### src/rtl/xbus_pkg.sv
// Shared types for the external bus controller.
// Assumes: one phase encoding used by every submodule.
package xbus_pkg;
    typedef enum logic [1:0] {
        PH_IDLE = 2'd0,
        PH_ADDR = 2'd1,
        PH_DATA = 2'd2
    } phase_e;
endpackage

### src/rtl/xbus_decode.sv
// Off-chip address decode.
// Says whether a request must run on the external bus. Assumes the
// on-chip register space starts at address zero and the on-chip memory
// window is gated by the external-access pin.
module xbus_decode #(
    parameter int AW      = 16,
    parameter int REG_TOP = 'h01FF,
    parameter int WIN_LO  = 'h2000,
    parameter int WIN_HI  = 'h5FFF
) (
    input  logic [AW-1:0] addr,
    input  logic          ifetch,
    input  logic          ea,
    output logic          ext
);
    localparam logic [AW-1:0] L_REG_TOP = AW'(REG_TOP);
    localparam logic [AW-1:0] L_WIN_LO  = AW'(WIN_LO);
    localparam logic [AW-1:0] L_WIN_HI  = AW'(WIN_HI);

    logic in_regs;
    logic in_win;

    // Classify the address; code in register space always goes out.
    always_comb begin
        in_regs = (addr <= L_REG_TOP);
        in_win  = (addr >= L_WIN_LO) && (addr <= L_WIN_HI);
        ext     = !((in_win && ea) || (in_regs && !ifetch));
    end
endmodule

### src/rtl/xbus_seq.sv
// Bus cycle sequencer.
// Runs the address phase (2 clocks), the data phase (2 clocks plus 2 per
// wait), picks each cycle's width and splits narrow word accesses.
// Assumes configuration inputs are stable while a request is in flight
// and that one request is accepted only when idle.
module xbus_seq
    import xbus_pkg::*;
#(
    parameter int AW = 16
) (
    input  logic          clk,
    input  logic          rst_n,
    input  logic          req_valid,
    input  logic          req_ext,
    input  logic [AW-1:0] req_addr,
    input  logic          req_write,
    input  logic          req_word,
    input  logic          req_ifetch,
    input  logic          cfg_dyn_width,
    input  logic          bus_width_in,
    input  logic          bus_ready_in,
    output phase_e        phase,
    output logic          half,
    output logic          bus16,
    output logic          wide,
    output logic [AW-1:0] cur_addr,
    output logic          op_write,
    output logic          op_ifetch,
    output logic          accept,
    output logic          cap,
    output logic          done
);
    logic sub;
    logic op_word;
    logic last_clk;
    logic need_split;

    // Handshake and end-of-cycle conditions.
    always_comb begin
        accept     = req_valid && req_ext && (phase == PH_IDLE);
        last_clk   = (phase == PH_DATA) && sub && bus_ready_in;
        need_split = op_word && !bus16 && !half;
        cap        = last_clk && !op_write;
        wide       = op_word && bus16 && !half;
    end

    // Phase state machine with split and wait handling.
    always_ff @(posedge clk) begin
        if (!rst_n) begin
            phase     <= PH_IDLE;
            sub       <= 1'b0;
            half      <= 1'b0;
            bus16     <= 1'b0;
            cur_addr  <= '0;
            op_write  <= 1'b0;
            op_word   <= 1'b0;
            op_ifetch <= 1'b0;
            done      <= 1'b0;
        end else begin
            done <= 1'b0;
            case (phase)
                PH_IDLE: begin
                    if (accept) begin
                        phase     <= PH_ADDR;
                        sub       <= 1'b0;
                        half      <= 1'b0;
                        cur_addr  <= req_word ? {req_addr[AW-1:1], 1'b0} : req_addr;
                        op_write  <= req_write;
                        op_word   <= req_word;
                        op_ifetch <= req_ifetch;
                    end
                end
                PH_ADDR: begin
                    if (!sub) begin
                        sub <= 1'b1;
                    end else begin
                        sub   <= 1'b0;
                        phase <= PH_DATA;
                        bus16 <= cfg_dyn_width && bus_width_in;
                    end
                end
                PH_DATA: begin
                    if (!sub) begin
                        sub <= 1'b1;
                    end else if (!bus_ready_in) begin
                        sub <= 1'b0;
                    end else if (need_split) begin
                        sub         <= 1'b0;
                        half        <= 1'b1;
                        cur_addr[0] <= 1'b1;
                        phase       <= PH_ADDR;
                    end else begin
                        sub   <= 1'b0;
                        phase <= PH_IDLE;
                        done  <= 1'b1;
                    end
                end
                default: phase <= PH_IDLE;
            endcase
        end
    end

    AST_IGNORE_ONCHIP: assert property (@(posedge clk) disable iff (!rst_n)
        (phase == PH_IDLE && !req_ext) |=> (phase == PH_IDLE));
    AST_ADDR_TWO_CLOCKS: assert property (@(posedge clk) disable iff (!rst_n)
        (phase == PH_ADDR && !sub) |=> (phase == PH_ADDR && sub));
    AST_DONE_SINGLE: assert property (@(posedge clk) disable iff (!rst_n)
        done |=> !done);
    AST_WAIT_REPEATS: assert property (@(posedge clk) disable iff (!rst_n)
        (phase == PH_DATA && sub && !bus_ready_in) |=> (phase == PH_DATA && !sub));
    AST_SPLIT_SECOND: assert property (@(posedge clk) disable iff (!rst_n)
        (last_clk && op_word && !bus16 && !half) |=> (phase == PH_ADDR && half && cur_addr[0]));
endmodule

### src/rtl/xbus_lane.sv
// Address/data lane steering.
// Drives address then write data on the shared bus, and gathers read
// bytes into the result. Assumes the address and data buses have the
// same width and two byte lanes.
module xbus_lane
    import xbus_pkg::*;
#(
    parameter int AW = 16,
    parameter int DW = 16
) (
    input  logic          clk,
    input  logic          rst_n,
    input  phase_e        phase,
    input  logic          half,
    input  logic          bus16,
    input  logic          wide,
    input  logic [AW-1:0] cur_addr,
    input  logic          op_write,
    input  logic          accept,
    input  logic          cap,
    input  logic [DW-1:0] req_wdata,
    input  logic [DW-1:0] bus_ad_in,
    output logic [DW-1:0] bus_ad_out,
    output logic          bus_ad_oe,
    output logic [DW-1:0] rdata
);
    localparam int BW    = DW / 2;
    localparam int LANES = 2;

    logic [DW-1:0] wdata_q;
    logic [BW-1:0] wbyte;
    logic [BW-1:0] rbyte;
    logic [BW-1:0] lane_in [LANES];

    // Split the sampled bus into byte lanes.
    for (genvar g = 0; g < LANES; g++) begin : g_lane
        assign lane_in[g] = bus_ad_in[g*BW +: BW];
    end

    // Choose the write byte and the read lane for this cycle.
    always_comb begin
        wbyte = half ? wdata_q[DW-1:BW] : wdata_q[BW-1:0];
        rbyte = (bus16 && cur_addr[0]) ? lane_in[1] : lane_in[0];
    end

    // Drive address in the address phase and data in write data phases.
    always_comb begin
        bus_ad_out = '0;
        bus_ad_oe  = 1'b0;
        if (phase == PH_ADDR) begin
            bus_ad_out = DW'(cur_addr);
            bus_ad_oe  = 1'b1;
        end else if (phase == PH_DATA && op_write) begin
            bus_ad_out = wide ? wdata_q : {wbyte, wbyte};
            bus_ad_oe  = 1'b1;
        end
    end

    // Hold write data from acceptance; assemble read results.
    always_ff @(posedge clk) begin
        if (!rst_n) begin
            wdata_q <= '0;
            rdata   <= '0;
        end else begin
            if (accept) begin
                wdata_q <= req_wdata;
            end
            if (cap) begin
                if (wide) begin
                    rdata <= bus_ad_in;
                end else if (half) begin
                    rdata[DW-1:BW] <= rbyte;
                end else begin
                    rdata <= {{BW{1'b0}}, rbyte};
                end
            end
        end
    end

    AST_OE_OFF_READ: assert property (@(posedge clk) disable iff (!rst_n)
        (phase == PH_DATA && !op_write) |-> !bus_ad_oe);
endmodule

### src/rtl/xbus_strobe.sv
// Bus strobe decoder.
// Produces latch, read, write, high-side and fetch pins from the current
// phase and the selected strobe meanings. Assumes outputs are decoded
// from registered state only.
module xbus_strobe
    import xbus_pkg::*;
(
    input  logic   clk,
    input  logic   rst_n,
    input  phase_e phase,
    input  logic   bus16,
    input  logic   wide,
    input  logic   addr_odd,
    input  logic   op_write,
    input  logic   op_ifetch,
    input  logic   cfg_addr_valid,
    input  logic   cfg_split_wr,
    output logic   bus_latch,
    output logic   bus_rd_n,
    output logic   bus_wr_n,
    output logic   bus_hi_n,
    output logic   bus_inst
);
    logic in_addr;
    logic in_data;
    logic active;
    logic lo_lane;
    logic hi_lane;
    logic wr_data;

    // Phase flags and lane ownership of the current byte(s).
    always_comb begin
        in_addr = (phase == PH_ADDR);
        in_data = (phase == PH_DATA);
        active  = in_addr || in_data;
        lo_lane = wide || !addr_odd;
        hi_lane = wide || addr_odd;
        wr_data = in_data && op_write;
    end

    // Map phases onto pins under the selected strobe meanings.
    always_comb begin
        bus_latch = cfg_addr_valid ? !active : in_addr;
        bus_rd_n  = !(in_data && !op_write);
        bus_inst  = active && op_ifetch && !op_write;
        if (cfg_split_wr) begin
            bus_wr_n = !(wr_data && lo_lane);
            bus_hi_n = !(wr_data && hi_lane);
        end else begin
            bus_wr_n = !wr_data;
            bus_hi_n = !(wr_data && bus16 && hi_lane);
        end
    end

    AST_RD_WR_EXCL: assert property (@(posedge clk) disable iff (!rst_n)
        !(!bus_rd_n && (!bus_wr_n || !bus_hi_n)));
    AST_WRITE_IN_DATA: assert property (@(posedge clk) disable iff (!rst_n)
        (!bus_wr_n || !bus_hi_n) |-> (phase == PH_DATA));
endmodule

### src/rtl/xbus_ctrl.sv
// External bus controller top.
// Decodes off-chip requests and runs multiplexed address/data cycles of
// per-cycle width. Assumes one outstanding request and configuration
// that changes only while idle.
module xbus_ctrl
    import xbus_pkg::*;
#(
    parameter int AW      = 16,
    parameter int DW      = 16,
    parameter int REG_TOP = 'h01FF,
    parameter int WIN_LO  = 'h2000,
    parameter int WIN_HI  = 'h5FFF
) (
    input  logic          clk,
    input  logic          rst_n,
    input  logic          cfg_dyn_width,
    input  logic          cfg_addr_valid,
    input  logic          cfg_split_wr,
    input  logic          ea_in,
    input  logic          req_valid,
    output logic          req_ready,
    output logic          req_ext,
    input  logic [AW-1:0] req_addr,
    input  logic          req_write,
    input  logic          req_word,
    input  logic          req_ifetch,
    input  logic [DW-1:0] req_wdata,
    output logic          rsp_done,
    output logic [DW-1:0] rsp_rdata,
    input  logic          bus_width_in,
    input  logic          bus_ready_in,
    output logic          bus_latch,
    output logic          bus_rd_n,
    output logic          bus_wr_n,
    output logic          bus_hi_n,
    output logic          bus_inst,
    output logic [DW-1:0] bus_ad_out,
    output logic          bus_ad_oe,
    input  logic [DW-1:0] bus_ad_in
);
    phase_e        phase;
    logic          half;
    logic          bus16;
    logic          wide;
    logic [AW-1:0] cur_addr;
    logic          op_write;
    logic          op_ifetch;
    logic          accept;
    logic          cap;

    // Idle indication toward the core.
    assign req_ready = (phase == PH_IDLE);

    xbus_decode #(.AW(AW), .REG_TOP(REG_TOP), .WIN_LO(WIN_LO), .WIN_HI(WIN_HI)) u_decode (
        .addr   (req_addr),
        .ifetch (req_ifetch),
        .ea     (ea_in),
        .ext    (req_ext)
    );

    xbus_seq #(.AW(AW)) u_seq (
        .clk           (clk),
        .rst_n         (rst_n),
        .req_valid     (req_valid),
        .req_ext       (req_ext),
        .req_addr      (req_addr),
        .req_write     (req_write),
        .req_word      (req_word),
        .req_ifetch    (req_ifetch),
        .cfg_dyn_width (cfg_dyn_width),
        .bus_width_in  (bus_width_in),
        .bus_ready_in  (bus_ready_in),
        .phase         (phase),
        .half          (half),
        .bus16         (bus16),
        .wide          (wide),
        .cur_addr      (cur_addr),
        .op_write      (op_write),
        .op_ifetch     (op_ifetch),
        .accept        (accept),
        .cap           (cap),
        .done          (rsp_done)
    );

    xbus_lane #(.AW(AW), .DW(DW)) u_lane (
        .clk        (clk),
        .rst_n      (rst_n),
        .phase      (phase),
        .half       (half),
        .bus16      (bus16),
        .wide       (wide),
        .cur_addr   (cur_addr),
        .op_write   (op_write),
        .accept     (accept),
        .cap        (cap),
        .req_wdata  (req_wdata),
        .bus_ad_in  (bus_ad_in),
        .bus_ad_out (bus_ad_out),
        .bus_ad_oe  (bus_ad_oe),
        .rdata      (rsp_rdata)
    );

    xbus_strobe u_strobe (
        .clk            (clk),
        .rst_n          (rst_n),
        .phase          (phase),
        .bus16          (bus16),
        .wide           (wide),
        .addr_odd       (cur_addr[0]),
        .op_write       (op_write),
        .op_ifetch      (op_ifetch),
        .cfg_addr_valid (cfg_addr_valid),
        .cfg_split_wr   (cfg_split_wr),
        .bus_latch      (bus_latch),
        .bus_rd_n       (bus_rd_n),
        .bus_wr_n       (bus_wr_n),
        .bus_hi_n       (bus_hi_n),
        .bus_inst       (bus_inst)
    );
endmodule

### config.mk
export PLATFORM = sky130hd
export DESIGN_NAME = xbus_ctrl
export DESIGN_NICKNAME = d
export VERILOG_FILES = /design/src/rtl/xbus_pkg.sv /design/src/rtl/xbus_decode.sv /design/src/rtl/xbus_seq.sv /design/src/rtl/xbus_lane.sv /design/src/rtl/xbus_strobe.sv /design/src/rtl/xbus_ctrl.sv
export SDC_FILE = /design/constraint.sdc
export NUM_CORES = 1
export LEC_CHECK = 0
export BUFFER_PORTS_ARGS = -buffer_cell sky130_fd_sc_hd__buf_4
export CAP_MARGIN = 30
export CORE_MARGIN = 3
export CORE_UTILIZATION = 54
export DETAILED_ROUTE_END_ITERATION = 10
export GPL_TIMING_DRIVEN = 0
export PLACE_DENSITY_LB_ADDON = 0.12
export SYNTH_ARGS = -nofsm -noshare
export SYNTH_HDL_FRONTEND = slang
export SYNTH_HIERARCHICAL = 1
export SYNTH_SLANG_ARGS = --single-unit
### constraint.sdc
create_clock -name clk -period 4.8 [get_ports clk]
set_clock_uncertainty 0.05 [all_clocks]
set_input_delay 0.24 -clock clk [delete_from_list [all_inputs] [get_ports clk]]
set_output_delay 0.24 -clock clk [all_outputs]
set_load 0.05 [all_outputs]
Yosys cells after proc, flatten, opt, wreduce, memory -nomap -nowiden
Cells that the tools add are included.
Word-level totals
  output and inout bits: 41
  flip-flop bits (word level): 57
  input port bits: 60
  word-level logic and storage cells: 103
Operators by class
  eq/ne operators: 8
  mux-type cells: 30
  reduce and logical (&&, ||, !) cells: 49
  magnitude comparators: 3
Operators by type and width (count)
  $mux 16: 4
  $mux 8: 4
  $logic_and 1x1->1: 22
  $ge 16x14->1 const B: 1
  $le 16x15->1 const B: 1
  $le 16x9->1 const B: 1
  $mux 1: 14
  $logic_not 1->1: 12
  $mux 2: 4
  $ne 2x2->1 const B: 4
  $reduce_and 2->1: 4
  $reduce_and 4->1: 2
  $pmux 1 s2: 3
  $pmux 2 s3: 1
  $reduce_and 5->1: 1
  $logic_or 1x1->1: 4
  $ne 2x1->1 const B: 2
  $reduce_bool 2->1: 2
  $eq 2x1->1 const B: 1
  $eq 2x2->1 const B: 1
  $logic_not 2->1: 1
  $reduce_or 2->1: 1

Longest topological paths before layout
  depth in word-level cells: 9
  mapped depth: 10
  depth with buffers taken out: 7

Cells and area by module
Netlist, hierarchy kept.
By module, submodules not included
  xbus_lane: cells each 204, area each 1731.7 µm², instances 1, seq. area each 640.6 µm²
  xbus_seq: cells each 128, area each 1128.6 µm², instances 1, seq. area each 500.5 µm²
  xbus_strobe: cells each 11, area each 85.1 µm², instances 1, seq. area each 0.0 µm²
  xbus_decode: cells each 5, area each 48.8 µm², instances 1, seq. area each 0.0 µm²
  xbus_ctrl: cells each 1, area each 3.8 µm², instances 1, seq. area each 0.0 µm²

Worst setup path after synthesis
No wires, ideal clock.
  path kind: input to register
  start: input port ea_in
  end: register u_lane.wdata_q[10]
  data required time: 4.622 ns
  setup time: 0.128 ns
  buffers on the path: 3
  data arrival time: 2.687 ns
  slack: 1.935 ns
  stages: 9
  path through: nor3b_1 -> mux2i_1 -> nand3_1 -> inv_2 -> buf_2 -> buf_2 -> buf_2 -> mux2i_1 -> nor2_1
Between the ends
  word-level cells in the longest chain between the ends: 5
RTL lines
  from (decl): line xbus_ctrl.sv:19  | input logic ea_in,
  $logic_and 1x1->1: line xbus_decode.sv:27  | ext = !((in_win && ea) || (in_regs && !ifetch));
  $logic_or 1x1->1: line xbus_decode.sv:27
  $logic_not 1->1: line xbus_decode.sv:27
  via req_ext: line xbus_ctrl.sv:22  | output logic req_ext,
  $logic_and 1x1->1 (2 in series): line xbus_seq.sv:40  | accept = req_valid && req_ext && (phase == PH_IDLE);
  via accept: line xbus_ctrl.sv:48  | logic accept;
  to (signal assigned): line xbus_lane.sv:66  | wdata_q <= req_wdata;
  to (decl): line xbus_lane.sv:30  | logic [DW-1:0] wdata_q;
The timed path passes the listed nets, and every way through them passes these cells.
A chain may end at the register's enable or synchronous reset.

Final worst setup path
  start: register u_seq.half
  end: output port bus_ad_out[15]
Between the ends
  word-level cells in the longest chain between the ends: 5
  elaborated cells on any way between the ends: 6
  those cells by class: mux: 4; reduce/logical: 2
RTL lines
  from (decl): line xbus_seq.sv:23  | output logic half,
  from (signal assigned): line xbus_seq.sv:52  | half <= 1'b0;
  from (signal assigned): line xbus_seq.sv:66  | half <= 1'b0;
  from (signal assigned): line xbus_seq.sv:89  | half <= 1'b1;
  $logic_not 1->1: line xbus_seq.sv:44  | wide = op_word && bus16 && !half;
  $logic_and 1x1->1: line xbus_seq.sv:44
  via wide: line xbus_ctrl.sv:44  | logic wide;
  $mux 16: line xbus_lane.sv:54  | bus_ad_out = wide ? wdata_q : {wbyte, wbyte};
  $mux 16: line xbus_lane.sv:53  | end else if (phase == PH_DATA && op_write) begin
  $mux 16: line xbus_lane.sv:50  | if (phase == PH_ADDR) begin
  to (decl): line xbus_ctrl.sv:37  | output logic [DW-1:0] bus_ad_out,
The timed path passes the listed nets, and every way through them passes these cells.

==> results.yml <==
yosys:
  synth_xor_area_frac: 0
  ys_top_cells_by_area: "dfxtp_1 38%, mux2i_1 12%, nand2_1 10%"
  async_flop_share: 0
  syn-instance-count: 349
  synth_adder_area_share: 0.0292
  synth.top_cell.area_share: 0.381
  yosysTopAreaCell: "dfxtp_1"
  synthSimpleGateAreaFrac: 0.207
  synth_top_family_by_area: "compound AO/OA/AOI/OAI gates"
  muxShareOfSynthArea: 0.126
  syn_nets: 416
  synth_edf_count: 0
  synth_seq_area_share: 0.381
  syn-mean-instance-area_um2: 8.59
  synth.distinct_cells: 42
  yosys_most_used_dff: "dfxtp_1"
  syn-cell-area_um2: 3000
  yosys_warnings: 6
  synth_seq_cells: 57
  synth_compound_area_frac: 0.210
clocking:
  ctsHoldBuffers: 0
  post_cts_resize_count: 0
  post_cts_buffers: 0
  cts_buffers: 9
  cts_root_buf: "clkbuf_8"
  clockBufferDepth: 2
  cts_tree: "built"
  clk_latency_ns: 0.33
  htree_levels: 3
  clkTransAtPathRegs_ns: 0.06
  cts_sinks: 57
worst_setup_path:
  startpoint_type: "flop"
  worst_ep_required_time_ns: 4.51
  crit_fanout: 9
  critPathMaxStageDelay_ns: 0.47
  crit_chain: "and3b_1 > nor2_2 > mux2i_1 > o21ai_0 > buf_4"
  critical_path.startpoint: "u_seq/half$_SDFFE_PN0P_"
  critPathBufInv: 1
  critPathArrivalTime_ns: 2.26
  cp_slowest_cell: "dfxtp_1"
  timing.rr.start: "u_seq/phase[1]$_SDFFE_PN0P_"
  crit_type: "flop to output port"
  endpoint_kind: "output port"
  crit_family: "simple AND/OR/NAND/NOR gates"
min_path:
  hold_path.class: "input port to flop"
  hold_start: "req_wdata[5]"
sta:
  setup_violations: 0
  tns_ns: 0
  slew_headroom: 0.628
  fin_ws_ns: 2.25
  fmax_mhz: 393
  rsz0062_at_grt: "no"
  fin_crit_ns: 2.55
  hold_violations: 0
  slew_viol_final: 0
  period_share: 0.530
  worst_slew_pin_slew_ns: 0.556
placement:
  place_ws_ns: 2.08
  port_buffers: 100
  dp_hpwl_mm: 6.24
  place.gp.congestion: 0.892
global_routing:
  grt_max_degree: 12
  antenna_found_initial: 0
  grt_first_pass_wirelength_mm: 13.4
  grt_pass1_vias: 2836
  gr-total-overflow: 0
  gr-usage-all-layers: 0.270
power_and_ir_drop:
  p_leak_nw: 1.75
  max-vdd-ir-drop_mv: 0.331
  power_density_nw_per_um2: 398
outcome:
  status: "completed"
final_layout:
  fill_cells: 397
  area_delta_synth_final_pct: 34.0
  layout.nets: 527
  post-route-util: 0.767
  drive_gt1_frac: 0.315
  antenna_cells: 0
die:
  start_util: 0.572
  rows: 26
  dieArea_um2: 6480
  die_x_um: 80.5
  core_um2: 5240
  io_pins: 101
  dieHeight_um: 80.5
detailed_routing:
  wl_mm: 8.39
  dr.first_iter.drc_count: 169
  drt-pass1-iter-count: 5
  avgRoutedWirePerCell_um: 15.7
  via_per_inst: 5.46
  vias: 2918
  drc: 0
  ant_nets: 0
run:
  cap_violations: 0
==> kinds of logic after synthesis <==
| group | count (synthesis) |
|---|---|
| AO/OA/AOI/OAI | 83 |
| buffers and inverters | 28 |
| flip-flops | 57 |
| adder cells (fa/ha/maj) | 7 |
| AND/OR/NAND/NOR | 137 |
| multiplexers | 37 |
==> cells in the mapped netlist (5+ instances only) <==
master	count
o21ai_0	29
nor2_1	18
a21boi_1	11
mux2i_1	35
inv_1	7
a31oi_1	8
ha_1	7
buf_2	7
a21oi_1	9
nand2_1	83
clkbuf_1	7
nand2b_1	5
a21boi_0	11
nand3_1	9
dfxtp_1	57
a311oi_2	7
==> report_power, final <==
part,switching [mW],internal (mW)
registers,0.0642,0.532
clock network,0.181,0.224
logic,0.359,0.237
==> layout make-up <==
cell class,count,area (µm²),area share
inverter,8,30.0,0.00748
multi-input combinational,264,1710,0.426
buffer,20,115,0.0287
sequential,57,1140,0.284
tap,70,87.6,0.0218
clock buffer,12,165,0.0411
clock inverter,3,15.0,0.00374
timing repair buffer,100,751,0.187
==> per-layer routing <==
layer / track usage / vias to the layer above / wire length, µm
li1: - / 1436 / -
met1: 0.333 / 1361 / 3540
met2: 0.458 / 110 / 4180
met3: 0.0549 / 11 / 569
met4: 0.105 / 0 / 106
met5: 0 / - / 0
==> per-stage QoR <==
| step | hold WS (ns) | area, µm² | cells | total power, mW |
|---|---|---|---|---|
| after CTS | 0.0915 | 4020 | 534 | 1.60 |
| after detailed placement | 0.406 | 3840 | 519 | 1.19 |
| final | 0.101 | 4020 | 534 | 1.60 |
| after floorplan | 0.325 | 3000 | 349 | 1.01 |
| after global routing | 0.105 | 4020 | 534 | 1.68 |
| after global placement | 0.396 | 3840 | 519 | 1.18 |
==> tightest hold or removal path, delay by kind of cell <==
family / cells / cell delay, ns
buffers and inverters: 1 / 0.08
and+or+nand+nor: 1 / 0.07
muxes: 1 / 0.06
==> final timing paths <==
kind	endpoint	slack, ns	depth (start not counted)
setup / recovery	bus_ad_out[15]	2.25	5
hold / removal	u_lane/wdata_q[5]$_SDFFE_PN0P_	0.10	3
hold reg to reg	u_seq/cur_addr[15]$_SDFFE_PN0P_	0.41	2
setup reg to reg	u_lane/wdata_q[9]$_SDFFE_PN0P_	2.34	9
==> flip-flops by register name, indices dropped and copies added, names as in the netlist <==
signal,cells
u_seq/op_word,1
u_seq/sub,1
u_seq/op_write,1
u_lane/wdata_q,16
u_seq/bus16,1
u_seq/half,1
u_seq/done,1
u_lane/rdata,16
u_seq/op_ifetch,1
u_seq/cur_addr,16
u_seq/phase,2
==> cell usage in the layout, fill, tap and decap left out, types with 4 or more instances in the layout <==
cell type / synthesis / routed
mux2i_1: 35 / 35
a21oi_1: 9 / 9
clkbuf_1: 7 / 7
nor3b_1: 4 / 4
nor2_1: 18 / 18
inv_1: 7 / 7
nand2b_1: 5 / 5
clkbuf_8: 0 / 12
o21ai_0: 29 / 29
a21boi_0: 11 / 11
ha_1: 7 / 7
a311oi_2: 7 / 7
a31oi_1: 8 / 8
dfxtp_1: 57 / 57
nand2_1: 83 / 83
buf_2: 7 / 7
nand3_1: 9 / 9
buf_4: 2 / 102
a21boi_1: 11 / 11
No activity file was read; power rests on OpenSTA's default activity.
